## src/rtl/psq_pkg.sv

```systemverilog
package psq_pkg;
  typedef enum logic [1:0] {
    PS_OFF  = 2'd0,
    PS_DEB  = 2'd1,
    PS_RUN  = 2'd2,
    PS_STBY = 2'd3
  } psq_state_e;

  localparam int OPC_W = 3;
  localparam logic [OPC_W-1:0] OPC_SHUTDOWN = 3'd4;
endpackage

```

## src/rtl/psq_sync.sv

```systemverilog
module psq_sync #(
  parameter int W = 1,
  parameter int STAGES = 2,
  parameter logic [W-1:0] RST_VAL = '0
) (
  input  logic         clk,
  input  logic         rst_n,
  input  logic [W-1:0] d,
  output logic [W-1:0] q
);
  logic [W-1:0] stg [STAGES];

  always_ff @(posedge clk or negedge rst_n) begin
    if (!rst_n) begin
      for (int i = 0; i < STAGES; i++) stg[i] <= RST_VAL;
    end else begin
      stg[0] <= d;
      for (int i = 1; i < STAGES; i++) stg[i] <= stg[i-1];
    end
  end

  assign q = stg[STAGES-1];
endmodule

```

## src/rtl/psq_spi_rx.sv

```systemverilog
module psq_spi_rx #(
  parameter int FRAME_BITS = 8
) (
  input  logic                  clk,
  input  logic                  rst_n,
  input  logic                  en,
  input  logic                  sck,
  input  logic                  sdi,
  output logic                  done,
  output logic [FRAME_BITS-1:0] data
);
  localparam int BC_W = $clog2(FRAME_BITS);

  logic                  sck_q;
  logic [BC_W-1:0]       bitcnt;
  logic [FRAME_BITS-1:0] shreg;
  logic                  rise;
  logic [FRAME_BITS-1:0] shnext;

  assign rise   = en && sck && !sck_q;
  assign shnext = {shreg[FRAME_BITS-2:0], sdi};

  always_ff @(posedge clk or negedge rst_n) begin
    if (!rst_n) begin
      sck_q  <= 1'b0;
      bitcnt <= '0;
      shreg  <= '0;
      done   <= 1'b0;
      data   <= '0;
    end else begin
      sck_q <= sck;
      done  <= 1'b0;
      if (!en) begin
        bitcnt <= '0;
      end else if (rise) begin
        shreg <= shnext;
        if (bitcnt == BC_W'(FRAME_BITS-1)) begin
          bitcnt <= '0;
          done   <= 1'b1;
          data   <= shnext;
        end else begin
          bitcnt <= bitcnt + 1'b1;
        end
      end
    end
  end
endmodule

```

## src/rtl/psq_interval.sv

```systemverilog
module psq_interval #(
  parameter int CW = 11
) (
  input  logic          clk,
  input  logic          rst_n,
  input  logic          clear,
  output logic [CW-1:0] cnt
);
  always_ff @(posedge clk or negedge rst_n) begin
    if (!rst_n)     cnt <= '0;
    else if (clear) cnt <= '0;
    else            cnt <= cnt + 1'b1;
  end
endmodule

```

## src/rtl/psq_power_seq.sv

```systemverilog
module psq_power_seq #(
  parameter int DEB_CYCLES  = 64,
  parameter int STBY_CYCLES = 2048,
  parameter int SYNC_STAGES = 2,
  parameter int FRAME_BITS  = 8
) (
  input  logic       clk,
  input  logic       rst_n,
  input  logic       cs_n,
  input  logic       sck,
  input  logic       sdi,
  output logic       osc_en,
  output logic       drv_en,
  output logic       drv_hiz,
  output logic [1:0] pwr_state
);
  import psq_pkg::*;

  localparam int MAXC = (DEB_CYCLES > STBY_CYCLES) ? DEB_CYCLES : STBY_CYCLES;
  localparam int CW   = $clog2(MAXC + 1);

  logic [2:0] raw_in, syn_in;
  logic       cs_act, sck_s, sdi_s;
  psq_state_e st_q, st_d;
  logic       armed;
  logic       frm_done;
  logic [FRAME_BITS-1:0] frm_data;
  logic [CW-1:0] cnt;
  logic       cnt_clear;

  assign raw_in = {cs_n, sck, sdi};

  psq_sync #(.W(3), .STAGES(SYNC_STAGES), .RST_VAL(3'b100)) u_sync (
    .clk(clk), .rst_n(rst_n), .d(raw_in), .q(syn_in)
  );

  assign cs_act = !syn_in[2];
  assign sck_s  = syn_in[1];
  assign sdi_s  = syn_in[0];

  psq_spi_rx #(.FRAME_BITS(FRAME_BITS)) u_rx (
    .clk(clk), .rst_n(rst_n), .en(cs_act && (st_q == PS_RUN)),
    .sck(sck_s), .sdi(sdi_s), .done(frm_done), .data(frm_data)
  );

  always_comb begin
    st_d = st_q;
    unique case (st_q)
      PS_OFF:  if (cs_act) st_d = PS_DEB;
      PS_DEB:  if (!cs_act) st_d = PS_OFF;
               else if (cnt == CW'(DEB_CYCLES-1)) st_d = PS_RUN;
      PS_RUN:  if (!cs_act && armed) st_d = PS_STBY;
      PS_STBY: if (cs_act) st_d = PS_RUN;
               else if (cnt == CW'(STBY_CYCLES-1)) st_d = PS_OFF;
      default: st_d = PS_OFF;
    endcase
  end

  assign cnt_clear = (st_d != st_q) || (st_q == PS_OFF) || (st_q == PS_RUN);

  psq_interval #(.CW(CW)) u_cnt (
    .clk(clk), .rst_n(rst_n), .clear(cnt_clear), .cnt(cnt)
  );

  always_ff @(posedge clk or negedge rst_n) begin
    if (!rst_n) begin
      st_q  <= PS_OFF;
      armed <= 1'b0;
    end else begin
      st_q <= st_d;
      if (st_q != PS_RUN)
        armed <= 1'b0;
      else if (frm_done)
        armed <= (frm_data[FRAME_BITS-1 -: OPC_W] == OPC_SHUTDOWN);
    end
  end

  assign pwr_state = st_q;
  assign osc_en    = (st_q != PS_OFF);
  assign drv_en    = (st_q == PS_RUN);
  assign drv_hiz   = (st_q == PS_OFF);
endmodule

```

## config.mk

```make
export PLATFORM = sky130hd
export DESIGN_NAME = psq_power_seq
export DESIGN_NICKNAME = d
export VERILOG_FILES = /design/src/rtl/psq_pkg.sv /design/src/rtl/psq_sync.sv /design/src/rtl/psq_spi_rx.sv /design/src/rtl/psq_interval.sv /design/src/rtl/psq_power_seq.sv
export SDC_FILE = /design/constraint.sdc
export NUM_CORES = 1
export LEC_CHECK = 0
export BUFFER_PORTS_ARGS = -buffer_cell sky130_fd_sc_hd__buf_4
export CAP_MARGIN = 20
export CORE_MARGIN = 5
export CORE_UTILIZATION = 50
export DETAILED_ROUTE_END_ITERATION = 10
export PLACE_DENSITY = 0.68
export SKIP_LAST_GASP = 1
export SLEW_MARGIN = 20
export SYNTH_ARGS = -nofsm -noshare
export SYNTH_HDL_FRONTEND = slang
export SYNTH_HIERARCHICAL = 1
export SYNTH_SLANG_ARGS = --single-unit
export TNS_END_PERCENT = 1
```

## constraint.sdc

```tcl
create_clock -name clk -period 2.8 [get_ports clk]
set_input_delay 0.28 -clock clk [delete_from_list [all_inputs] [get_ports clk]]
set_output_delay 0.28 -clock clk [all_outputs]
set_load 0.05 [all_outputs]
```

## Word level (Yosys, flattened, before mapping)

Index checks and enable logic that the tools add are counted.
W data, S select, Z words.

- Register bits after elaboration: 41
- Bits of input ports: 5
- Output and inout bits: 5

- $add $sub $neg: 2
- Eq/ne operators: 10
- Multiplexer cells: 16
- Reduce and logical (&&, ||, !) cells: 13

Operators by type and width:

| kind | count |
|---|---|
| $add A12 B1 Y12 const B | 1 |
| $eq A12 B11 Y1 const B | 1 |
| $eq A12 B6 Y1 const B | 1 |
| $mux W12 | 1 |
| $mux W2 | 6 |
| $mux W3 | 3 |
| $pmux W2 S4 | 1 |
| $eq A3 B3 Y1 const B | 2 |
| $mux W1 | 5 |
| $eq A2 B2 Y1 const B | 2 |
| $logic_and A1 B1 Y1 | 4 |
| $ne A2 B2 Y1 const B | 2 |
| $reduce_bool A2 Y1 | 2 |
| $add A3 B1 Y3 const B | 1 |
| $reduce_and A3 Y1 | 1 |
| $eq A2 B1 Y1 const B | 1 |
| $logic_not A1 Y1 | 2 |
| $logic_not A2 Y1 | 1 |
| $logic_or A1 B1 Y1 | 2 |
| $ne A2 B2 Y1 | 1 |
| $reduce_and A2 Y1 | 1 |

## Depth between registers and ports, before layout

Gate-level depths: netlist (run 1).

- Word-level depth: 8
- Depth in mapped cells: 5
- Mapped depth without buffers: 5

## By module

The synthesis (run 1) kept the hierarchy.

By module, submodules not included:

| module | instances | cells each | area each (µm²) | seq. area each (µm²) |
|---|---|---|---|---|
| psq_spi_rx | 1 | 52 | 812.0 | 500.5 |
| psq_interval | 1 | 54 | 553.0 | 300.3 |
| psq_power_seq | 1 | 28 | 270.3 | 75.1 |
| psq_sync | 1 | 9 | 175.2 | 152.6 |

## Worst setup path before layout (run 1)

No wires, ideal clock.

- Path kind: reg2reg
- Start: register u_cnt.cnt[7]
- End: register u_cnt.cnt[2]
- Data arrival time: 1.790 ns
- Data required time: 2.668 ns
- Path slack: 0.879 ns
- Stages on the path, launching flop included: 6
- Path buffers: 1
- Period minus slack after synthesis: 1.921 ns
- Cell sequence: dfrtp_1 or4_4 nor4_1 o32a_1 clkbuf_1 nor2_1

- Word-level cells in the longest chain between the ends: 8
- Elaborated cells between the ends (all ways): 11
- Those cells by class: eq/ne (3); mux (6); reduce/logical (2)

RTL lines:

| item | line | text |
|---|---|---|
| start: declaration | psq_interval.sv:7 | `output logic [CW-1:0] cnt` |
| start signal: assignment | psq_interval.sv:12 | `else cnt <= cnt + 1'b1;` |
| $eq A12 B11 Y1 or $eq A12 B6 Y1 (tied branches) | psq_power_seq.sv:54, psq_power_seq.sv:51 |  |
| $mux W2, on equally long branches | psq_power_seq.sv:54, psq_power_seq.sv:51 |  |
| $mux W2, on equally long branches | psq_power_seq.sv:53, psq_power_seq.sv:50 |  |
| $pmux W2 S4 * | psq_power_seq.sv:48 | `unique case (st_q)` |
| $ne A2 B2 Y1 * | psq_power_seq.sv:59 | `assign cnt_clear = (st_d != st_q) \|\| (st_q == PS_OFF) \|\| (st_q == PS_RUN);` |
| $logic_or A1 B1 Y1 * (2 in series) | psq_power_seq.sv:59 |  |
| named net cnt_clear | psq_power_seq.sv:29 | `logic cnt_clear;` |
| $mux W12 * | psq_interval.sv:11 | `else if (clear) cnt <= '0;` |

The timed path passes the listed nets; every way through them passes the cells marked *.
A chain may end at the register's enable or synchronous reset.

## Worst setup path in the final report (run 1)

Ends and elaborated chain as after synthesis.

==> flow_summary.ini, run 1 <==
[synth]
synth-warning-count = 6
syn_inst = 133
avgSynthCellArea_um2 = 12.22
netlist_area_um2 = 1625
syn_nets = 141

[sta]
fmax_ghz = 0.4869
max-slew-margin-rel_pct = 69.96
setup_violations = 0
hold_viol = 0
finClkSkew_ns = 0.009838
slew_violations = 0
rsz0062_at_grt = false
period_share_pct = 73.36
period_minus_slack_ns = 2.054
worst_pin_slew_ns = 0.4500
setup_tns_ns = 0

[routing]
vias_per_cell = 5.326
ant_nets = 0
drc = 0
drt_iter0_markers = 43
firstDrtPassIters = 4
wl_um = 2474
wl_per_cell_um = 13.02
vias = 1012

[critical_path]
critPathMaxFanout = 12
required_ns = 3.01
path_cells = or4_4, nor4_1, o32a_1, nor2_1
arrival_ns = 2.26
cp_num_buf_inv = 0
start_kind = flip-flop
crit_type = flip-flop to flip-flop
crit_family = simple AND/OR/NAND/NOR gates
worst_setup_path_end_kind = flip-flop
cpPeakStageDelay_ns = 0.58
critPathSlowestCell = or4_4

[die]
pin_count = 10
die_w_um = 67.02
die_h_um = 67.02
initial_core_util_pct = 52.80
rows = 20
core_area_um2 = 3078
die_area_um2 = 4491

[placement]
routabilityCongestion = 0.7448
numPortBuffers = 9
placed_cells = 181
dp_hpwl_um = 1787

[power_and_ir_drop]
p_leak_nw = 0.7995
ir_drop_mv = 0.2503
total_power_uw = 851.0
p_per_area_nw_per_um2 = 478.3

[global_route]
grt.met3_usage_pct = 5.059
antenna_found_initial = 0
grt_usage_pct = 13.71
grt_overflow = 0
busiest_layer = met2
gr-usage-met1_pct = 17.47
grt_pass1_vias = 1005
grt_max_degree = 37
grtUsageMet2_pct = 20.86
grt_pass1_wl_um = 4595

[clock_tree]
cts_buffers = 5
root_buffer = clkbuf_4
cts_tree = built
postCtsResizedCells = 0
h-tree-depth = 2
cts.sinks = 36
ctsLongestPathBuffers = 2
path_clk_slew_ns = 0.10
clk_latency_ns = 0.33

[cells_and_area]
final_cells = 190
nets = 153
final_cell_mix = dfrtp_1 (34), buf_4 (9), mux2_2 (9)
final_common_cell = dfrtp_1
area_delta_synth_final_pct = 9.469
drive_gt1_share_pct = 25.34
antenna_cells = 0

[min_path]
worstHoldPathType = primary input to flip-flop

[outcome]
status = finished, final reports clean

[flow_run]
cap_violations = 0
[sequential cells by signal, indices dropped and copies added (netlist names)]
register / count
u_rx/data: 3
u_rx/shreg: 7
u_sync/stg: 3
u_rx/bitcnt: 3
armed: 1
u_sync/q: 3
u_rx/done: 1
pwr_state: 2
u_cnt/cnt: 12
u_rx/sck_q: 1
[per-layer routing]
metal / vias to the layer above / routed length, um
li1: 505 / -
met1: 485 / 1196
met2: 16 / 1119
met3: 6 / 121
met4: 0 / 37
met5: - / 0
[worst paths after layout]
path | slack, ns | start | cells after the start | end
hold reg to reg | 0.36 | u_sync/stg[5] | 0 | u_sync/q[2]
max in group asynchronous | 2.03 | rst_n | 2 | u_sync/stg[5]
setup / recovery | 0.75 | u_cnt/cnt[7] | 4 | u_cnt/cnt[2]
min in group asynchronous | 0.42 | rst_n | 2 | u_cnt/cnt[9]
setup reg to reg | 0.75 | u_cnt/cnt[7] | 4 | u_cnt/cnt[2]
hold / removal | 0.06 | cs_n | 1 | u_sync/stg[5]
[cell type report]
cell class	instances	area [um2]
well taps	44	55.05
clock buffers	8	58.81
inverters	4	15.01
repair buffers	10	77.57
flip-flops and latches	36	903.4
multi-input cells	88	669.4
fillers	294	1299
[per-stage QoR]
stage               worst slack, ns  utilization (%)  hold slack [ns]  instance area (um2)
floorplan                    0.8785                -         -0.01559                 1625
global placement             0.8554            55.57           0.2489                 1710
detailed placement           0.7603            55.57           0.2625                 1710
CTS                          0.7332            57.80          0.03459                 1779
global route                 0.6181            57.80          0.01925                 1779
finish                       0.7460            57.80          0.05583                 1779
[repair_timing]
item,CTS,global route
hold buffers,1,0
endpoints found under the hold margin,34,0
buffers inserted,0,0
[power by group]
group          internal [mW]  switching (mW)  total [mW]
Combinational         0.0125          0.0252      0.0377
Clock                  0.124           0.155       0.279
Sequential             0.528         0.00667       0.535
Power figures use the tool's default switching activity.
==> run 2, diff against run 1 <==
--- a/config.mk
+++ b/config.mk
@@ -10,7 +10,7 @@
 export CORE_MARGIN = 5
 export CORE_UTILIZATION = 50
 export DETAILED_ROUTE_END_ITERATION = 10
-export PLACE_DENSITY = 0.68
+export PLACE_DENSITY = 0.71
 export SKIP_LAST_GASP = 1
 export SLEW_MARGIN = 20
 export SYNTH_ARGS = -nofsm -noshare
==> constraint.sdc (replaced) <==
create_clock -name clk -period 1.8 [get_ports clk]
set_input_delay 0.18 -clock clk [delete_from_list [all_inputs] [get_ports clk]]
set_output_delay 0.18 -clock clk [all_outputs]
set_load 0.05 [all_outputs]
==> run 2 against run 1 <==
Clock skew decreased by 0.0057 ns. Critical path depth increased by 1. Count of clock-buffer cells in the layout decreased by 2. Total power increased by 70%. Sequential cell count unchanged. Combinational power increased by 84%.
==> flow_summary.ini, run 2 (synthesized netlist as in run 1, its figures left out) <==
[min_path]
worstHoldPathType = primary input to asynchronous set/reset pin

[outcome]
status = finished, final reports clean

[power_and_ir_drop]
p_per_area_nw_per_um2 = 763.5
ir_drop_mv = 0.4008
p_leak_nw = 0.8592

[global_route]
grt_usage_pct = 14.72
antenna_found_initial = 0
grt_pass1_wl_um = 5009
grt_overflow = 0
grt_pass1_vias = 1138
grt_max_degree = 37

[placement]
placed_cells = 186
numPortBuffers = 9
placed_area_um2 = 1760
dp_hpwl_um = 1953
routabilityCongestion = 0.8322

[die]
core_area_um2 = 3078
rows = 20
die_h_um = 67.02
die_w_um = 67.02
pin_count = 10
die_area_um2 = 4491
initial_core_util_pct = 52.80

[cells_and_area]
final_common_cell = dfrtp_1
final_cell_mix = dfrtp_1 (34), buf_4 (14), mux2_2 (9)
antenna_cells = 0
top_register = u_cnt/cnt
nets = 162
drive_gt1_share_pct = 29.03
fin_area_um2 = 1899
largest_register_ffs = 12
largestRegisters = u_cnt/cnt (12), u_rx/shreg (7)
final_cells = 199
area_delta_synth_final_pct = 16.86

[routing]
firstDrtPassIters = 5
ant_nets = 0
drt_iter0_markers = 74
wl_um = 2807
drc = 0
vias_per_cell = 5.503
vias = 1095
wl_per_cell_um = 14.11

[critical_path]
crit_type = flip-flop to flip-flop
cp_num_buf_inv = 1
start_kind = flip-flop
critPathSlowestCell = or4_4
required_ns = 2.01
crit_family = simple AND/OR/NAND/NOR gates
reg2reg_from = u_cnt/cnt[8]
worst_setup_path_end_kind = flip-flop
cp-startpoint = u_cnt/cnt[8]
cpPeakStageDelay_ns = 0.56
path_cells = or4_4, nor4_4, o32a_1, buf_12, a21oi_1
arrival_ns = 1.97
critPathMaxFanout = 12

[sta]
max-slew-margin-rel_pct = 71.11
setup_tns_ns = 0
hold_viol = 0
rsz0062_at_grt = false
setup_violations = 0
period_minus_slack_ns = 1.757
finClkSkew_ns = 0.004178
slew_violations = 0
worst_pin_slew_ns = 0.4334
fmax_ghz = 0.5691
period_share_pct = 97.63

[clock_tree]
root_buffer = clkbuf_4
cts_tree = built
ctsLongestPathBuffers = 2
h-tree-depth = 2
cts_buffers = 5
path_clk_slew_ns = 0.11
cts.sinks = 36
clk_latency_ns = 0.33

[flow_run]
cap_violations = 0
[run 2: cell types whose count changed in the layout (fill, tap and decap cells not counted)]
| cell | before | now |
|---|---|---|
| buf_12 | 0 | 1 |
| buf_4 | 9 | 14 |
| bufinv_16 | 0 | 1 |
| clkbuf_1 | 2 | 1 |
| clkbuf_8 | 1 | 0 |
| clkinv_2 | 0 | 1 |
| dlygate4sd3_1 | 1 | 4 |
| nor4_1 | 3 | 2 |
| nor4_4 | 1 | 2 |
[run 2: path summary, 6_finish.rpt]
check / end / slack, ns / cells after the start
worst max-delay path: u_cnt/cnt[10] / 0.04 / 5
worst min register to register: u_sync/q[1] / 0.36 / 0
worst max register to register: u_cnt/cnt[10] / 0.04 / 5
max in group asynchronous: u_sync/stg[5] / 1.13 / 2
min in group clk: u_sync/q[1] / 0.36 / 0
worst min-delay path: u_cnt/cnt[8] / 0.33 / 2
[run 2: layout make-up]
class                           count  area [um2]
Sequential cell                    36       903.4
Fill cell                         242        1179
Tap cell                           44       55.05
Inverter                            4       15.01
Clock buffer                        6       41.29
Timing Repair Buffer               19       165.2
Multi-Input combinational cell     88       684.4
Clock inverter                      2       35.03
[run 2: power breakdown]
part           total [mW]  internal [mW]  switching [mW]
Clock               0.550          0.291           0.258
Combinational      0.0693         0.0280          0.0414
Sequential          0.831          0.821         0.00983
[run 2: what timing repair did]
| action | 4_1_cts | 5_1_grt |
|---|---|---|
| hold buffers | 4 | 0 |
| endpoints found under the hold margin | 37 | 0 |
| buffers inserted | 0 | 1 |
| gates resized for setup | 1 | 1 |
| endpoints found under the setup margin | 12 | 12 |
| gates cloned | 0 | 0 |
| pin swaps | 0 | 2 |
[run 2: through the flow]
| step | power (mW) | hold slack [ns] | util (%) | setup WS (ns) |
|---|---|---|---|---|
| floorplan | 0.8814 | -0.1156 | - | 0.002526 |
| CTS | 1.463 | 0.3362 | 61.18 | 0.01018 |
| finish | 1.450 | 0.3278 | 61.71 | 0.04270 |
| global placement | 0.9095 | 0.1558 | 57.20 | 0.06343 |
| detailed placement | 0.9111 | 0.1590 | 57.20 | -0.01015 |
| global route | 1.512 | 0.3624 | 61.71 | 0.001491 |
[run 2: routing by layer]
layer / part of all wire (%) / GRT usage, % / routed length, um / vias to the layer above
met1: 47 / 18.63 / 1309 / 537
met3: 5.2 / 4.047 / 147 / 4
met2: 47 / 23.31 / 1318 / 31
li1: - / - / - / 523
met5: 0 / 0 / 0 / -
met4: 1.1 / 6.582 / 31 / 0
[run 2: worst register-to-register path: stages, from the launching register on]
cell and delay [ns]:
dfrtp_1 0.40, or4_4 0.56, nor4_4 0.28, o32a_1 0.22
buf_12 0.14, a21oi_1 0.05
==> run 3, diff against run 2 <==
--- a/config.mk
+++ b/config.mk
@@ -5,12 +5,12 @@
 export SDC_FILE = /design/constraint.sdc
 export NUM_CORES = 1
 export LEC_CHECK = 0
-export BUFFER_PORTS_ARGS = -buffer_cell sky130_fd_sc_hd__buf_4
 export CAP_MARGIN = 20
-export CORE_MARGIN = 5
+export CORE_MARGIN = 3
 export CORE_UTILIZATION = 50
 export DETAILED_ROUTE_END_ITERATION = 10
-export PLACE_DENSITY = 0.71
+export DONT_BUFFER_PORTS = 1
+export PLACE_DENSITY = 0.69
 export SKIP_LAST_GASP = 1
 export SLEW_MARGIN = 20
 export SYNTH_ARGS = -nofsm -noshare
==> run 3 against run 2 <==
Largest power group unchanged. Setup slack worse by 0.012 ns. Critical path type unchanged. Critical endpoint is now u_cnt/cnt[9]. Highest routed layer unchanged. Cell area is 2.6% lower. Clock power is 25% lower. Total power is 9.2% lower. Non-clock buffer count is 6 lower.
==> flow_summary.ini, run 3 (synthesized netlist as in run 1, its figures left out) <==
[sta]
setup_tns_ns = 0
fmax_ghz = 0.5651
worst_pin_slew_ns = 0.4187
timing.hold.ws_ns = 0.3026
period_share_pct = 98.31
period_minus_slack_ns = 1.770
setup_violations = 0
finClkSkew_ns = 0.004081
slew_violations = 0
hold_viol = 0
rsz0062_at_grt = true
max-slew-margin-rel_pct = 72.05

[global_route]
grt_max_degree = 37
grt_pass1_wl_um = 4919
antenna_found_initial = 0
grt_pass1_vias = 1116
grt_overflow = 0
grt_usage_pct = 15.93

[critical_path]
arrival_ns = 1.99
cpPeakStageDelay_ns = 0.57
crit_type = flip-flop to flip-flop
critPathSlowestCell = or4_4
timing.rr.end = u_cnt/cnt[9]
worst_setup_path_end_kind = flip-flop
reg2reg_from = u_cnt/cnt[7]
rr_worst_depth = 5
rrSetupSlack_ns = 0.03
cp-startpoint = u_cnt/cnt[7]
critPathMaxFanout = 12
cp_num_buf_inv = 1
crit_family = simple AND/OR/NAND/NOR gates
path_cells = or4_4, nor4_2, o32a_1, buf_12, a21oi_1
required_ns = 2.02
start_kind = flip-flop

[cells_and_area]
antenna_cells = 0
final_util_pct = 60.12
final_common_cell = dfrtp_1
largestRegisters = u_cnt/cnt (12), u_rx/shreg (7)
area_delta_synth_final_pct = 13.86
fin_area_um2 = 1851
final_cells = 193
final_cell_mix = dfrtp_1 (34), mux2_2 (9), nand2_1 (8)
nets = 156
largest_register_ffs = 12
top_register = u_cnt/cnt
drive_gt1_share_pct = 26.85

[die]
core_area_um2 = 3078
die_w_um = 63.02
rows = 20
pin_count = 10
initial_core_util_pct = 52.80
die_h_um = 63.02
die_area_um2 = 3971

[routing]
drc = 0
wl_per_cell_um = 14.37
vias = 1094
vias_per_cell = 5.668
wl_um = 2774
firstDrtPassIters = 4
ant_nets = 0
drt_iter0_markers = 53

[power_and_ir_drop]
ir_drop_mv = 0.4461
seqPwrFrac_pct = 63.0
p_per_area_nw_per_um2 = 711.8
p_sw_share_pct = 23.99
p_leak_nw = 0.8303
intPower_mw = 1.001
power_frac_comb_pct = 5.6
p_switching_uw = 316.1
p_clk_share_pct = 31.4

[clock_tree]
path_clk_slew_ns = 0.11
cts_tree = built
cts.sinks = 36
clk_latency_ns = 0.33
h-tree-depth = 2
cts_buffers = 5
cts_setup_buffers = 0
ctsLongestPathBuffers = 2
root_buffer = clkbuf_4

[flow_run]
cap_violations = 0

[outcome]
status = finished, final reports clean

[placement]
routabilityCongestion = 0.8255
numPortBuffers = 0
placed_area_um2 = 1728
dp_hpwl_um = 1893
placed_cells = 180

[min_path]
worstHoldPathType = primary input to asynchronous set/reset pin
-- run 3: cell types whose count changed in the layout (fill, tap and decap cells not counted) --
| cell | previous run | this run |
|---|---|---|
| clkbuf_1 | 1 | 0 |
| buf_12 | 1 | 3 |
| nor4_4 | 2 | 1 |
| bufinv_16 | 1 | 0 |
| nor4_2 | 0 | 1 |
| clkinv_2 | 1 | 2 |
| clkinv_4 | 0 | 1 |
| buf_4 | 14 | 6 |
-- run 3: worst max path at each step --
stage	to	slack, ns	cells after the start
final	u_cnt/cnt[9]	0.03	5
after global routing	drv_hiz	-0.07	4
after CTS	drv_hiz	0.008	4
after detailed placement	u_cnt/cnt[9]	0.03	5
after global placement	u_cnt/cnt[11]	0.07	5
after floorplan	u_cnt/cnt[9]	0.003	5
-- run 3: repair_timing --
action / in CTS / in global routing
endpoints found under the hold margin: 39 / 0
hold buffers: 5 / 0
endpoints found under the setup margin: 0 / 14
resized for setup: 0 / 1
-- run 3: through the flow --
step                total power [mW]  worst slack (ns)
floorplan                     0.8814          0.002526
global placement              0.8918           0.07217
global route                   1.394          -0.06522
finish                         1.317           0.03038
CTS                            1.341          0.008277
detailed placement            0.8931           0.03439
-- run 3: power groups by stage --
stage / Combinational (mW) / Clock (mW) / Sequential (mW)
5_1_grt: 0.0802 / 0.481 / 0.832
4_1_cts: 0.0751 / 0.436 / 0.830
3_3_place_gp: 0.0467 / 0 / 0.845
6_report: 0.0739 / 0.413 / 0.830
3_5_place_dp: 0.0471 / 0 / 0.846
2_1_floorplan: 0.0341 / 0 / 0.847
-- run 3: per-layer routing --
layer / vias up / wire (um) / GRT usage, %
met4: 0 / 55 / 9.917
li1: 516 / - / -
met2: 20 / 1349 / 24.11
met3: 5 / 98 / 3.777
met1: 553 / 1272 / 20.49
met5: - / 0 / 0
-- run 3: area by class of cell --
cell class                      instances  area [um2]
Sequential cell                        36       903.4
Inverter                                4       15.01
Tap cell                               44       55.05
Clock buffer                            5       37.54
Clock inverter                          3       18.77
Timing Repair Buffer                   13       145.1
Fill cell                             255        1227
Multi-Input combinational cell         88       675.6
